===== config.mk =====
export PLATFORM = sky130hd
export DESIGN_NAME = cpuclk_prescaler
export DESIGN_NICKNAME = d
export VERILOG_FILES = /design/src/rtl/ccp_pkg.sv /design/src/rtl/ccp_sel_reg.sv /design/src/rtl/ccp_div.sv /design/src/rtl/cpuclk_prescaler.sv
export SDC_FILE = /design/constraint.sdc
export NUM_CORES = 1
export LEC_CHECK = 0
export BUFFER_PORTS_ARGS = -buffer_cell sky130_fd_sc_hd__buf_2
export CAP_MARGIN = 0
export CORE_MARGIN = 5
export CORE_UTILIZATION = 38
export DETAILED_ROUTE_END_ITERATION = 16
export HOLD_SLACK_MARGIN = 0.02
export PLACE_DENSITY_LB_ADDON = 0.15
export SLEW_MARGIN = 20
export SYNTH_ARGS = -nofsm -noshare
export SYNTH_HDL_FRONTEND = slang
export SYNTH_SLANG_ARGS = --single-unit

===== constraint.sdc =====
create_clock -name clk -period 6.1 [get_ports clk]
set_input_delay 0.915 -clock clk [delete_from_list [all_inputs] [get_ports clk]]
set_output_delay 0.915 -clock clk [all_outputs]
set_load 0.005 [all_outputs]

===== src/rtl/ccp_pkg.sv =====
package ccp_pkg;

   typedef enum logic {
      SRC_RING = 1'b0,
      SRC_HS   = 1'b1
   } clk_src_e;

   function automatic int unsigned ratio_of(input int unsigned code);
      return 32'd1 << code;
   endfunction

endpackage


===== src/rtl/ccp_sel_reg.sv =====
module ccp_sel_reg
   import ccp_pkg::*;
#(
   parameter int unsigned DATA_W        = 8,
   parameter int unsigned ADDR_W        = 16,
   parameter logic [ADDR_W-1:0] REG_ADDR = 16'hFFFB,
   parameter int unsigned SEL_W         = 3,
   parameter int unsigned MAX_CODE      = 4,
   parameter int unsigned RING_MAX_CODE = 1,
   parameter int unsigned FALLBACK_CODE = 1,
   localparam int unsigned BS_W         = $clog2(DATA_W),
   localparam int unsigned NCODE        = 1 << SEL_W
) (
   input  logic              clk,
   input  logic              rst_n,
   input  logic              wr_en,
   input  logic              bit_wr,
   input  logic [ADDR_W-1:0] addr,
   input  logic [DATA_W-1:0] wdata,
   input  logic [BS_W-1:0]   bit_sel,
   input  logic              mode_hs,
   output logic [SEL_W-1:0]  sel_q,
   output logic              wr_err,
   output logic [DATA_W-1:0] rdata
);

   initial begin
      assert (SEL_W < DATA_W) else $error("select field must fit the data byte");
      assert (MAX_CODE < NCODE) else $error("MAX_CODE exceeds select field");
      assert (RING_MAX_CODE <= MAX_CODE) else $error("ring limit above global limit");
      assert (FALLBACK_CODE <= RING_MAX_CODE) else $error("fallback must be ring-legal");
   end

   clk_src_e           src;
   logic               hit;
   logic [SEL_W-1:0]   cand;
   logic               cand_ok;
   logic [NCODE-1:0]   ok_hs, ok_ring;
   logic               wdata_unused;

   assign src          = clk_src_e'(mode_hs);
   assign hit          = wr_en && (addr == REG_ADDR);
   assign wdata_unused = ^wdata[DATA_W-1:SEL_W];

   // Per-source legality masks over every code the field can hold.
   for (genvar c = 0; c < NCODE; c++) begin : g_mask
      assign ok_hs[c]   = (c <= MAX_CODE);
      assign ok_ring[c] = (c <= RING_MAX_CODE);
   end

   // Candidate code: whole-byte write or one bit merged into the held code.
   always_comb begin
      cand = sel_q;
      if (!bit_wr) begin
         cand = wdata[SEL_W-1:0];
      end else begin
         for (int i = 0; i < SEL_W; i++) begin
            if (bit_sel == BS_W'(i)) cand[i] = wdata[0];
         end
      end
   end

   assign cand_ok = (src == SRC_HS) ? ok_hs[cand] : ok_ring[cand];

   always_ff @(posedge clk or negedge rst_n) begin
      if (!rst_n) begin
         sel_q  <= '0;
         wr_err <= 1'b0;
      end else begin
         wr_err <= hit && !cand_ok;
         if (hit && cand_ok)
            sel_q <= cand;
         else if (src == SRC_RING && !ok_ring[sel_q])
            sel_q <= SEL_W'(FALLBACK_CODE);
      end
   end

   assign rdata = (addr == REG_ADDR) ? {{(DATA_W-SEL_W){1'b0}}, sel_q} : '0;

   p_range_r4: assert property (@(posedge clk) disable iff (!rst_n)
      sel_q <= SEL_W'(MAX_CODE));

   p_err_cause_r4: assert property (@(posedge clk) disable iff (!rst_n)
      wr_err |-> $past(hit));

   p_ring_limit_r5: assert property (@(posedge clk) disable iff (!rst_n)
      (src == SRC_RING) |=> (sel_q <= SEL_W'(RING_MAX_CODE)));

   p_no_stray_change_r8: assert property (@(posedge clk) disable iff (!rst_n)
      (!hit && src == SRC_HS) |=> $stable(sel_q));

endmodule


===== src/rtl/ccp_div.sv =====
module ccp_div
   import ccp_pkg::*;
#(
   parameter int unsigned SEL_W    = 3,
   parameter int unsigned MAX_CODE = 4,
   localparam int unsigned CNT_W   = (MAX_CODE < 1) ? 1 : MAX_CODE
) (
   input  logic             clk,
   input  logic             rst_n,
   input  logic [SEL_W-1:0] sel_i,
   output logic             ce_o
);

   initial begin
      assert (MAX_CODE >= 1) else $error("divider needs at least divide-by-2");
      assert (MAX_CODE < 31) else $error("ratio too wide for counter maths");
   end

   logic [SEL_W-1:0] act_q;
   logic [CNT_W-1:0] cnt_q;
   logic [CNT_W-1:0] lim;

   assign lim  = CNT_W'(ratio_of(32'(act_q)) - 32'd1);
   assign ce_o = (cnt_q == lim);

   // The active ratio is reloaded only at a period boundary.
   always_ff @(posedge clk or negedge rst_n) begin
      if (!rst_n) begin
         act_q <= '0;
         cnt_q <= '0;
      end else if (ce_o) begin
         act_q <= sel_i;
         cnt_q <= '0;
      end else begin
         cnt_q <= cnt_q + 1'b1;
      end
   end

   p_cnt_bound_r2: assert property (@(posedge clk) disable iff (!rst_n)
      cnt_q <= lim);

   p_hold_ratio_r9: assert property (@(posedge clk) disable iff (!rst_n)
      !ce_o |=> $stable(act_q));

   p_no_back2back_r11: assert property (@(posedge clk) disable iff (!rst_n)
      (ce_o && sel_i != '0) |=> !ce_o);

endmodule


===== src/rtl/cpuclk_prescaler.sv =====
module cpuclk_prescaler #(
   parameter int unsigned DATA_W        = 8,
   parameter int unsigned ADDR_W        = 16,
   parameter logic [ADDR_W-1:0] REG_ADDR = 16'hFFFB,
   parameter int unsigned SEL_W         = 3,
   parameter int unsigned MAX_CODE      = 4,
   parameter int unsigned RING_MAX_CODE = 1,
   parameter int unsigned FALLBACK_CODE = 1,
   localparam int unsigned BS_W         = $clog2(DATA_W)
) (
   input  logic              clk,
   input  logic              rst_n,
   input  logic              bus_wr_en,
   input  logic              bus_bit_wr,
   input  logic [ADDR_W-1:0] bus_addr,
   input  logic [DATA_W-1:0] bus_wdata,
   input  logic [BS_W-1:0]   bus_bit_sel,
   input  logic              mode_hs,
   output logic [DATA_W-1:0] bus_rdata,
   output logic              wr_err,
   output logic              cpu_ce
);

   logic [SEL_W-1:0] sel_code;

   ccp_sel_reg #(
      .DATA_W(DATA_W), .ADDR_W(ADDR_W), .REG_ADDR(REG_ADDR), .SEL_W(SEL_W),
      .MAX_CODE(MAX_CODE), .RING_MAX_CODE(RING_MAX_CODE),
      .FALLBACK_CODE(FALLBACK_CODE)
   ) u_reg (
      .clk(clk), .rst_n(rst_n), .wr_en(bus_wr_en), .bit_wr(bus_bit_wr),
      .addr(bus_addr), .wdata(bus_wdata), .bit_sel(bus_bit_sel),
      .mode_hs(mode_hs), .sel_q(sel_code), .wr_err(wr_err), .rdata(bus_rdata)
   );

   ccp_div #(
      .SEL_W(SEL_W), .MAX_CODE(MAX_CODE)
   ) u_div (
      .clk(clk), .rst_n(rst_n), .sel_i(sel_code), .ce_o(cpu_ce)
   );

endmodule


==> Word level (Yosys, flattened, before mapping) <==
Memory sizes are Yosys's and may differ from the RTL's.
Cells that the tools add are included.
{ "word_totals": {"regBits": 11, "memories": 3, "rom_bits": 24, "output_inout_bits": 10, "wordCells": 37} }
{ "classes": {"n_reduce_logical": 8, "muxes": 12, "bitwise_logic": 1, "order_cmp": 2, "n_eq_ne": 4, "addsub": 2, "shifts": 1} }
{ "memory_table": {"columns": ["name", "words", "word_bits", "read_ports", "rd_ports_with_merged_regs", "wr", "line", "rtl"], "rows": [
  ["(name not given)", 8, 1, 1, 0, 0, "ccp_sel_reg.sv:63", "assign cand_ok = (src == SRC_HS) ? ok_hs[cand] : ok_ring[cand];"],
  ["(name not given)", 8, 1, 1, 0, 0, "ccp_sel_reg.sv:63", null],
  ["(name not given)", 8, 1, 1, 0, 0, "ccp_sel_reg.sv:73", "else if (src == SRC_RING && !ok_ring[sel_q])"]
]} }
{ "op_table": {"columns": ["operator", "count"], "rows": [
  ["$eq A16 B16 Y1 const B", 1],
  ["$mux W3", 4],
  ["$lt A3 B4 Y1 const B", 2],
  ["$mux W1", 7],
  ["$add A4 B1 Y4 const B", 1],
  ["$eq A4 B4 Y1", 1],
  ["$logic_and A1 B1 Y1", 4],
  ["$mux W4", 1],
  ["$shl A1 B3 Y4 const A", 1],
  ["$sub A4 B1 Y4 const B", 1],
  ["$eq A3 B1 Y1 const B", 1],
  ["$eq A3 B2 Y1 const B", 1],
  ["$logic_not A3 Y1", 1],
  ["$logic_not A1 Y1", 2],
  ["$reduce_bool A2 Y1", 1],
  ["$not A1 Y1", 1]
]} }

==> Depth between registers and ports, before layout <==
Gate-level depths: netlist of run 1.
{ "depth": {"ltp_word": 8, "mapped_depth": 6} }

==> Hierarchy <==
Synthesis of run 1 repeated with hierarchy kept, for this count alone.
{ "unflattened": {"hier_cells": 86, "hier_area_um2": 879.6} }
{ "by_module_without_submodules": {"columns": ["mod", "seq_area_each_um2", "instances", "area_each_um2", "cells_per_inst"], "rows": [
  ["ccp_div", 175.2, 1, 460.4, 41],
  ["ccp_sel_reg", 100.1, 1, 419.2, 45]
]} }

==> Least setup slack after synthesis of run 1 <==
Ideal clock, no wire load.
{ "synth_timing": {"path_kind": "flip-flop to output port", "start": "register u_div.act_q[2]", "end": "output cpu_ce", "required_time_ns": 5.185, "path_slack_ns": 3.396, "stages_incl_launch_ff": 6, "t_arrival_ns": 1.789, "n_path_buf": 0, "path_cell_list": "dfrtp_1 > or3b_2 > ha_1 > xor2_1 > xnor2_1 > nor4_4"} }
{ "synth_via": {"elab_chain_len": 3} }
{ "synth_lines": {"columns": ["item", "line", "rtl"], "rows": [
  ["from (decl)", "ccp_div.sv:19", "logic [SEL_W-1:0] act_q;"],
  ["from (signal assigned)", "ccp_div.sv:32", "act_q <= sel_i;"],
  ["$shl A1 B3 Y4", "ccp_pkg.sv:9", "return 32'd1 << code;"],
  ["$sub A4 B1 Y4", "ccp_div.sv:23", "assign lim = CNT_W'(ratio_of(32'(act_q)) - 32'd1);"],
  ["$eq A4 B4 Y1", "ccp_div.sv:24", "assign ce_o = (cnt_q == lim);"],
  ["to (decl)", "cpuclk_prescaler.sv:21", "output logic cpu_ce"]
]} }
Every way passes these cells.

==> Worst setup path after layout of run 1 <==
Ends and elaborated chain as after synthesis.

==> results.txt, run 1 <==
----------------------------------------------------
[Status]
  Status ... finished clean

[Layout]
  Sequential cell area ... 275 sq um
  Inserted Diodes ... 0
  Most frequent standard cell in the layout excluding fill and tap cells ... buf_2
  Fill cell total of the finished layout ... 195
  Share of final-layout standard cells stronger than drive strength 1 ... 36.7%
  Area of the multi-input gates ... 434 sq um
  Number of nets in the finished design ... 144
  Post-route insts no fill ... 136
  Leading cell types in the layout, fill and taps excluded ... 31 x buf_2, 11 x dfrtp_1, 10 x nor2_1
  Relative area change from synthesis to final layout ... 25.9%

[Clock tree]
  Number of levels the H-tree was split into ... 1
  CTS max path bufs ... 2
  Buffers inserted by post-CTS timing repair ... 0
  Total clock sinks ... 11
  Clock tree from TritonCTS ... built
  Number of hold buffers added after cts ... 0
  Buffer cell driving the clock tree root ... clkbuf_4
  Worst skew pair latency ... 260 ps
  Reg clk slew, reported paths ... 60 ps
  Total clock buffers created by CTS ... 3
  Post-CTS resize count ... 0

[Critical path]
  Kind of start point of the critical path ... flop
  FF-to-FF End ... u_div.act_q[1]
  Critical path data arrival time ... 2390 ps
  Classification of the worst setup path ... flop to output port
  List of cells traversed by the critical path ... or3b_2 > ha_1 > xor2_1 > xnor2_1 > nor4_4 > buf_2
  Required time at the worst-slack endpoint ... 5180 ps
  Critical register-to-register path startpoint ... u_div.act_q[2]
  Maximum fanout along the worst path ... 7
  Sort of element at the end of the critical path ... output port
  Start point of the critical path ... u_div.act_q[2]
  Critical path's top delay family ... simple AND/OR/NAND/NOR gates
  Buffers & Inverters on Critical Path ... 1
  CP max-delay cell ... nor4_4
  FF-to-FF setup slack ... 3660 ps
  Delay of the slowest cell on the worst path ... 490 ps
  Number of cells on the worst reg-to-reg path ... 6

[Job]
  Count of maximum capacitance violations ... 0

[Placement]
  Cell count after placement ... 132
  Weighted congestion at the end of routability-driven global placement ... 0.689
  DP HPWL ... 1.36 mm
  Buffers added on ports ... 31

[STA]
  FMAX ... 303 MHz
  Final count of hold timing violations ... 0
  Worst-case clock skew ... 1.49 ps
  Number of max-slew violations in the final report ... 0
  Final Setup Violations ... 0
  Period utilisation layout ... 54.2%
  Relative slew margins ... 59.6%
  Final-layout setup total negative slack ... 0 ps
  Unrepaired setup endpoints after global routing ... no
  Period minus WS final ... 3310 ps
  Actual slew at the worst max-slew pin ... 600 ps

[GRT]
  Maximum number of pins on one net before global-route repair ... 12
  Number of antenna violations at the first check in global routing ... 0
  Overflow after GRT ... 0
  First-pass GRT wire length ... 2.82 mm
  Via count of the first global-routing pass ... 655
  All-Layer GR Usage ... 13.4%

[Detailed routing]
  Via count normalized by instance count ... 4.85
  Initial DRT Pass Iterations ... 2
  DRC violation total after the first TritonRoute iteration ... 2
  Sum of routed wire length over all layers ... 1.63 mm
  Vias post-DR ... 660
  Number of design rule violations left after detail routing ... 0
  WL/cell ... 12.0 um
  Number of routed nets with antenna violations ... 0

[Floorplan]
  Placeable core area ... 0.00192 sq mm
  Area of the die ... 0.00294 sq mm
  Horizontal die dimension ... 54.2 um
  I/O pin total ... 42
  Initial cell density of the core ... 38.7%
  Number of placement rows ... 16
  Die outline height ... 54.2 um

[Power]
  Leakage power of the design ... 0.467 nW
  Power density over the cells ... 326 mW/mm^2
  Peak supply drop ... 0.200 mV

[Synth]
  Post-synthesis cell type count ... 31
  Post-Synthesis Cell Area ... 743 sq um
  Sequential area share after synthesis ... 37.0%
  Synth warn ... 0
  Avg Cell Area, Syn ... 9.91 sq um
  Number of instances in the synthesized netlist ... 75
  Count of state elements after synthesis ... 11

[Hold path]
  Worst hold path type ... primary input to asynchronous set/reset pin

----------------------------------------------------
[power by group]
group | leakage, nW | internal (W) | switching, W
clock network | 0.0150 | 0.0000253 | 0.0000215
registers | 0.142 | 0.0000917 | 0.0000153
logic | 0.310 | 0.0000761 | 0.0000756
total | 0.467 | 0.000193 | 0.000113
[how the worst max path moves through the flow]
| stage | to | cells past startpoint | slack [ps] |
|---|---|---|---|
| after CTS | cpu_ce | 6 | 2760 |
| after detailed placement | cpu_ce | 6 | 3060 |
| after global placement | cpu_ce | 6 | 3080 |
| after global routing | cpu_ce | 6 | 2640 |
| after floorplan | cpu_ce | 5 | 3400 |
| final | cpu_ce | 6 | 2790 |
[Yosys cell counts]
cell       n  area, sq um
a211oi_1   2         15.0
o41a_1     1         11.3
buf_4      5         37.5
nand4_1    3         18.8
o32a_1     1         10.0
maj3_1     1         10.0
nor2_1    10         37.5
inv_1      3         11.3
ha_1       2         25.0
o221a_2    1         11.3
o211a_1    1         10.0
mux2_2     3         33.8
and2b_1    1         7.51
xor2_1     3         26.3
a21oi_1    2         10.0
o21ai_0    1         5.00
nor4_4     1         21.3
nand2_1    2         7.51
nand3_1    2         10.0
or3b_2     1         8.76
dfrtp_1   11          275
nor3b_1    2         15.0
a211o_1    1         8.76
and2_1     3         18.8
conb_1     1         3.75
o31ai_1    1         7.51
nor4_1     1         6.26
xnor2_1    4         35.0
or3_1      1         6.26
nand4b_1   1         8.76
mux2i_1    3         30.0
[metrics by stage]
| step | utilization (%) | hold slack (ps) | setup slack [ps] | area (sq um) | power (W) |
|---|---|---|---|---|---|
| floorplan | - | 510 | 3400 | 758 | 0.000231 |
| global placement | 47.3 | 538 | 3080 | 910 | 0.000259 |
| detailed placement | 47.3 | 544 | 3060 | 910 | 0.000262 |
| CTS | 48.7 | 507 | 2760 | 936 | 0.000312 |
| global route | 48.7 | 517 | 2640 | 936 | 0.000334 |
| finish | 48.7 | 508 | 2790 | 936 | 0.000306 |
[cell type report]
class / count / area share, %
sequential: 11 / 29.4
clock buffer: 4 / 2.81
tap: 27 / 3.61
inverter: 3 / 1.20
multi-input combinational: 60 / 46.4
timing repair buffer: 31 / 16.6
[metal layers]
layer	GRT usage (%)	wire length [um]
met1	15.8	675
met5	0	0
met2	22.7	816
met3	5.72	124
met4	2.49	12
[flip-flops by register name, summed over array words and instances (netlist names)]
name / cells
u_div.act_q: 3
u_div.cnt_q: 4
u_reg.sel_q: 3
u_reg.wr_err: 1
[kinds of logic (layout without fill, tap and decap cells)]
family / after synthesis / in the layout / share of synthesized area [%]
flops: 11 / 11 / 37.0
compound gates: 11 / 11 / 12.0
xor+xnor: 7 / 7 / 8.25
buf+inv: 8 / 38 / 6.57
mux: 6 / 6 / 8.59
simple gates: 28 / 28 / 22.4
fa+ha+maj: 3 / 3 / 4.71
other cells: 1 / 5 / 0.505
Note: power is estimated with default switching activity, not from simulation.
==> run 2, diff against run 1 <==
==> constraint.sdc (replaced) <==
create_clock -name clk -period 3.21 [get_ports clk]
set_input_delay 0.4815 -clock clk [delete_from_list [all_inputs] [get_ports clk]]
set_output_delay 0.4815 -clock clk [all_outputs]
set_load 0.005 [all_outputs]
==> results.txt, run 2 (same netlist as run 1, synthesis figures left out) <==
----------------------------------------------------
[Critical path]
  Required time at the worst-slack endpoint ... 2730 ps (-2450 ps)
  Buffers & Inverters on Critical Path ... 2 (+1)
  Delay of the slowest cell on the worst path ... 480 ps (about the same)
  Sort of element at the end of the critical path ... output port
  Classification of the worst setup path ... flop to output port
  List of cells traversed by the critical path ... or3b_2 > ha_1 > xor2_1 > xnor2_1 > nor4_4 > buf_4 > buf_2
  CP max-delay cell ... or3b_2
  Critical path data arrival time ... 2270 ps (-120 ps)
  Critical path's top delay family ... simple AND/OR/NAND/NOR gates
  Maximum fanout along the worst path ... 7 (unchanged)
  Kind of start point of the critical path ... flop

[Floorplan]
  Number of placement rows ... 16 (unchanged)
  I/O pin total ... 42 (unchanged)
  Placeable core area ... 0.00192 sq mm (unchanged)
  Horizontal die dimension ... 54.2 um (unchanged)
  Initial cell density of the core ... 38.7% (unchanged)
  Area of the die ... 0.00294 sq mm (unchanged)
  Die outline height ... 54.2 um (unchanged)

[Detailed routing]
  Vias post-DR ... 666 (+0.91%)
  Number of routed nets with antenna violations ... 0 (unchanged)
  Number of design rule violations left after detail routing ... 0 (unchanged)
  WL/cell ... 11.5 um (-4.1%)
  Initial DRT Pass Iterations ... 4 (+2)
  Sum of routed wire length over all layers ... 1.57 mm (-3.4%)
  Via count normalized by instance count ... 4.86 (+0.17%)
  DRC violation total after the first TritonRoute iteration ... 5 (+3)

[STA]
  Unrepaired setup endpoints after global routing ... no
  Final Setup Violations ... 0 (unchanged)
  Actual slew at the worst max-slew pin ... 559 ps (-41.2 ps)
  Worst-case clock skew ... 2.52 ps (+1.03 ps)
  Number of max-slew violations in the final report ... 0 (unchanged)
  Relative slew margins ... 62.4% (+2.8 points)
  Final count of hold timing violations ... 0 (unchanged)
  Final-layout setup total negative slack ... 0 ps (unchanged)
  Period utilisation layout ... 85.6%
  Period minus WS final ... 2750 ps
  FMAX ... 364 MHz

[Power]
  Leakage power of the design ... 0.472 nW (+1.1%)
  Peak supply drop ... 0.381 mV (+90%)
  Power density over the cells ... 635 mW/mm^2 (+95%)

[Clock tree]
  Post-CTS resize count ... 0 (unchanged)
  Clock tree from TritonCTS ... built
  Number of hold buffers added after cts ... 0 (unchanged)
  Buffers inserted by post-CTS timing repair ... 0 (unchanged)
  Total clock sinks ... 11 (unchanged)
  Reg clk slew, reported paths ... 70 ps (about the same)
  Total clock buffers created by CTS ... 3 (unchanged)
  Number of levels the H-tree was split into ... 1 (unchanged)
  Worst skew pair latency ... 250 ps (about the same)
  Buffer cell driving the clock tree root ... clkbuf_4
  CTS max path bufs ... 2 (unchanged)

[Placement]
  Buffers added on ports ... 31 (unchanged)
  Placement Cell Area ... 917 sq um (+0.83%)
  Weighted congestion at the end of routability-driven global placement ... 0.695 (+0.93%)
  DP HPWL ... 1.36 mm (-0.41%)

[Layout]
  Inserted Diodes ... 0 (unchanged)
  Summed area of non-filler cells in the final layout ... 943 sq um (+0.80%)
  Relative area change from synthesis to final layout ... 26.9%
  Most frequent standard cell in the layout excluding fill and tap cells ... buf_2
  Share of final-layout standard cells stronger than drive strength 1 ... 37.3% (+0.58 points)
  Number of nets in the finished design ... 145 (+0.69%)
  Top register by number of flip-flops ... u_div.cnt_q
  Leading cell types in the layout, fill and taps excluded ... 31 x buf_2, 11 x dfrtp_1, 10 x nor2_1
  Largest registers ... u_div.cnt_q: 4 flops, u_div.act_q: 3 flops, u_reg.sel_q: 3 flops
  Number of flip-flops in the largest register ... 4 (unchanged)

[Job]
  Count of maximum capacitance violations ... 0 (unchanged)

[GRT]
  First-pass GRT wire length ... 2.84 mm (+0.96%)
  Via count of the first global-routing pass ... 650 (-0.76%)
  Number of antenna violations at the first check in global routing ... 0 (unchanged)
  Overflow after GRT ... 0 (unchanged)
  All-Layer GR Usage ... 13.0% (-0.37 points)
  Maximum number of pins on one net before global-route repair ... 12 (unchanged)

[Status]
  Status ... finished clean

[Hold path]
  Worst hold path type ... primary input to asynchronous set/reset pin

----------------------------------------------------
[run 2: cell types whose count changed in the layout (fill, tap and decap cells not counted)]
cell,before,now
buf_4,0,1
[run 2: power by group]
group | switching [W] | internal [W] | leakage [nW] | total [W]
combinational | 0.000148 | 0.000156 | 0.316 | 0.000304
clock | 0.0000428 | 0.0000479 | 0.0150 | 0.0000906
sequential | 0.0000309 | 0.000174 | 0.142 | 0.000205
total | 0.000221 | 0.000378 | 0.472 | 0.000599
[run 2: final cells by class]
cell class	instances	area (sq um)
Fill cell	199	978
Multi-Input combinational cell	60	434
Sequential cell	11	275
Timing Repair Buffer	32	163
Tap cell	27	33.8
Clock buffer	4	26.3
Inverter	3	11.3
[run 2: per-layer routing]
metal  vias to the layer above  track usage, %  wire length [um]
li1                        331               -                 -
met1                       317            17.6               701
met2                        18            21.5               773
met3                         0            2.72               100
met4                         0            2.49                 0
met5                         -               0                 0
[run 2: per-stage QoR]
step | utilization [%] | worst slack [ps] | cells | power (W) | hold WS [ps]
3_5_place_dp | 47.7 | 744 | 133 | 0.000516 | 363
4_1_cts | 49.1 | 450 | 137 | 0.000609 | 84.5
3_3_place_gp | 47.7 | 750 | 133 | 0.000509 | 359
5_1_grt | 49.1 | 330 | 137 | 0.000652 | 89.3
6_report | 49.1 | 461 | 137 | 0.000599 | 81.9
2_1_floorplan | - | 921 | 79 | 0.000439 | 186
[run 2: final timing paths]
path                                     start        endpoint  slack, ps  depth (start not counted)
worst max-delay path            u_div.act_q[2]          cpu_ce        460                          7
worst min-delay path                     rst_n  u_div.act_q[2]         80                          1
worst max register to register  u_div.act_q[2]  u_div.act_q[1]        870                          7
worst min register to register  u_div.act_q[1]  u_div.act_q[1]        550                          1
max in group asynchronous                rst_n  u_reg.sel_q[0]       2920                          1
min in group clk                       mode_hs    u_reg.wr_err        470                          2
==> run 3, diff against run 2 <==
--- a/config.mk
+++ b/config.mk
@@ -5,10 +5,13 @@
 export SDC_FILE = /design/constraint.sdc
 export NUM_CORES = 1
 export LEC_CHECK = 0
+export ABC_AREA = 1
 export BUFFER_PORTS_ARGS = -buffer_cell sky130_fd_sc_hd__buf_2
 export CAP_MARGIN = 0
+export CELL_PAD_IN_SITES_DETAIL_PLACEMENT = 1
+export CELL_PAD_IN_SITES_GLOBAL_PLACEMENT = 1
 export CORE_MARGIN = 5
-export CORE_UTILIZATION = 38
+export CORE_UTILIZATION = 29
 export DETAILED_ROUTE_END_ITERATION = 16
 export HOLD_SLACK_MARGIN = 0.02
 export PLACE_DENSITY_LB_ADDON = 0.15
==> results.txt, run 3 <==
----------------------------------------------------
[Job]
  Count of maximum capacitance violations ... 0 (unchanged)

[Critical path]
  List of cells traversed by the critical path ... inv_1 > nand3_2 > ha_1 > xnor2_1 > nor2_1 > nand3_2 > inv_2 > buf_2
  CP max-delay cell ... dfrtp_1
  Classification of the worst setup path ... flop to output port
  Required time at the worst-slack endpoint ... 2730 ps (about the same)
  Kind of start point of the critical path ... flop
  Crit path top cell by count ... nand3_2
  Critical path data arrival time ... 1850 ps (-420 ps)
  Sort of element at the end of the critical path ... output port
  Start point of the critical path ... u_div.act_q[2]
  Critical register-to-register path startpoint ... u_div.act_q[2]
  Delay of the slowest cell on the worst path ... 410 ps (-70 ps)
  Maximum fanout along the worst path ... 9 (+2)

[GRT]
  Overflow after GRT ... 0 (unchanged)
  First-pass GRT wire length ... 3.43 mm (+21%)
  Maximum number of pins on one net before global-route repair ... 12 (unchanged)
  All-Layer GR Usage ... 10.6% (-2.5 points)
  Number of antenna violations at the first check in global routing ... 0 (unchanged)
  Via count of the first global-routing pass ... 822 (+26%)

[Layout]
  Share of final-layout standard cells stronger than drive strength 1 ... 29.7% (-7.6 points)
  Largest registers ... u_div.cnt_q: 4 flops, u_div.act_q: 3 flops, u_reg.sel_q: 3 flops
  Relative area change from synthesis to final layout ... 24.6%
  Most frequent standard cell in the layout excluding fill and tap cells ... buf_2
  Summed area of non-filler cells in the final layout ... 0.00100 sq mm (+6.1%)
  Number of flip-flops in the largest register ... 4 (unchanged)
  Inserted Diodes ... 0 (unchanged)
  Number of nets in the finished design ... 180 (+24%)
  Post-route insts no fill ... 176 (+28%)
  Leading cell types in the layout, fill and taps excluded ... 31 x buf_2, 23 x nand2_1, 18 x inv_1
  Post-route core utilization ... 36.9% (-12 points)
  Top register by number of flip-flops ... u_div.cnt_q

[Placement]
  DP HPWL ... 1.76 mm (+29%)
  Cell count after placement ... 172 (+29%)
  Placement Cell Area ... 975 sq um (+6.3%)
  Post-Place Worst Slack ... 1140 ps (+398 ps)
  Weighted congestion at the end of routability-driven global placement ... 0.732 (+5.2%)
  Buffers added on ports ... 31 (unchanged)

[Clock tree]
  Buffers inserted by post-CTS timing repair ... 0 (unchanged)
  Buffer cell driving the clock tree root ... clkbuf_4
  Total clock sinks ... 11 (unchanged)
  CTS max path bufs ... 2 (unchanged)
  Worst skew pair latency ... 270 ps (+20 ps)
  Number of hold buffers added after cts ... 0 (unchanged)
  Reg clk slew, reported paths ... 70 ps (about the same)
  Clock tree from TritonCTS ... built
  Post-CTS resize count ... 0 (unchanged)
  Number of levels the H-tree was split into ... 1 (unchanged)
  Total clock buffers created by CTS ... 3 (unchanged)

[Hold path]
  Worst hold path type ... primary input to asynchronous set/reset pin

[Detailed routing]
  Initial DRT Pass Iterations ... 4 (unchanged)
  DRC violation total after the first TritonRoute iteration ... 22 (+17)
  Number of routed nets with antenna violations ... 0 (unchanged)
  WL/cell ... 11.2 um (-2.6%)
  Sum of routed wire length over all layers ... 1.97 mm (+25%)
  Number of design rule violations left after detail routing ... 0 (unchanged)
  Via count normalized by instance count ... 4.44 (-8.6%)
  Vias post-DR ... 782 (+17%)

[STA]
  FMAX ... 430 MHz (+18%)
  Final-layout setup total negative slack ... 0 ps (unchanged)
  Final Setup Violations ... 0 (unchanged)
  Unrepaired setup endpoints after global routing ... no
  Period minus WS final ... 2330 ps (-423 ps)
  Final count of hold timing violations ... 0 (unchanged)
  Worst-case clock skew ... 4.30 ps (+1.78 ps)
  Number of max-slew violations in the final report ... 0 (unchanged)
  Least setup slack across all paths after layout ... 883 ps (+423 ps)
  Period utilisation layout ... 72.5% (-13 points)

[Power]
  Power density over the cells ... 348 mW/mm^2 (-45%)
  Peak supply drop ... 0.278 mV (-27%)
  Leakage power of the design ... 0.587 nW (+24%)

[Status]
  Status ... finished clean

[Synth]
  Synth top area share ... 34.3% (-2.8 points)
  Synth warn ... 0 (unchanged)
  Number of instances in the synthesized netlist ... 111 (+48%)
  Count of state elements after synthesis ... 11 (unchanged)
  Most used standard cell by instance count after synthesis ... nand2_1
  Avg Cell Area, Syn ... 7.24 sq um (-27%)
  Number of flops mapped to enable cells by yosys ... 0 (unchanged)
  Post-Synthesis Cell Area ... 803 sq um (+8.1%)
  Leading post-synthesis cells by instance count ... 23 x nand2_1, 18 x inv_1, 11 x dfrtp_1, 11 x nand3_1, 10 x nor2_1
  Post-synth top area cell ... dfrtp_1
  Primary flip-flop cell chosen by synthesis mapping ... dfrtp_1
  Synth top area cells ... dfrtp_1 34%, nand2_1 11%, inv_1 8.4%
  Sequential area share after synthesis ... 34.3% (-2.8 points)
  Post-synthesis cell type count ... 22 (-29%)
  Fraction of synthesis flops using an asynchronous set or reset pin ... 100% (unchanged)

[Floorplan]
  Die outline height ... 62.6 um (+16%)
  Number of placement rows ... 19 (+3)
  Initial cell density of the core ... 29.6% (-9.0 points)
  Horizontal die dimension ... 62.6 um (+16%)
  Area of the die ... 0.00392 sq mm (+33%)
  I/O pin total ... 42 (unchanged)
  Placeable core area ... 0.00271 sq mm (+41%)

----------------------------------------------------
-- run 3: where the power goes --
| part | internal [W] | switching [W] | leakage, nW |
|---|---|---|---|
| Combinational | 0.0000394 | 0.0000565 | 0.419 |
| Sequential | 0.000147 | 0.0000108 | 0.153 |
| Clock | 0.0000480 | 0.0000468 | 0.0150 |
| Total | 0.000234 | 0.000114 | 0.587 |
-- run 3: kinds of logic after synthesis --
group	count (synthesis)	share of synthesized area, %
compound gates	5	3.11
other cells	1	0.467
simple gates	60	37.4
flops	11	34.3
buf+inv	25	14.0
xor+xnor	7	7.63
fa+ha+maj	2	3.11
-- run 3: worst paths after layout --
check,to,slack (ps),cells past startpoint
setup / recovery,cpu_ce,880,8
hold / removal,u_div.act_q[1],70,1
setup reg to reg,u_div.cnt_q[3],1500,9
hold reg to reg,u_div.act_q[0],520,2
max in group asynchronous,u_div.cnt_q[0],2940,1
min in group clk,u_div.act_q[0],520,2
-- run 3: final cells by class --
cell class                 instances  area (sq um)
fill                             380          1710
multi-input combinational         79           430
sequential                        11           275
timing repair buffer              31           155
inverter                          20          75.1
tap                               31          38.8
clock buffer                       4          26.3
-- run 3: per-layer routing --
| metal | global-route usage (%) | wire length, um | vias to the layer above |
|---|---|---|---|
| met2 | 19.7 | 1120 | 6 |
| met3 | 1.44 | 33 | 0 |
| met4 | 3.98 | 0 | 0 |
| met5 | 0 | 0 | - |
| met1 | 12.0 | 813 | 371 |
| li1 | - | - | 405 |
-- run 3: per-stage QoR --
step	power (W)	hold WS, ps
final	0.000348	67.4
after detailed placement	0.000259	366
after CTS	0.000357	72.4
after global routing	0.000382	74.0
after floorplan	0.000221	186
after global placement	0.000258	363
-- run 3: worst max-delay path, delay by kind of cell, from the launching register on --
family	cells	cell delay [ps]
XOR/XNOR	1	120
adder cells (fa/ha/maj)	1	310
buffers and inverters	3	320
flip-flops	1	410
AND/OR/NAND/NOR	3	420
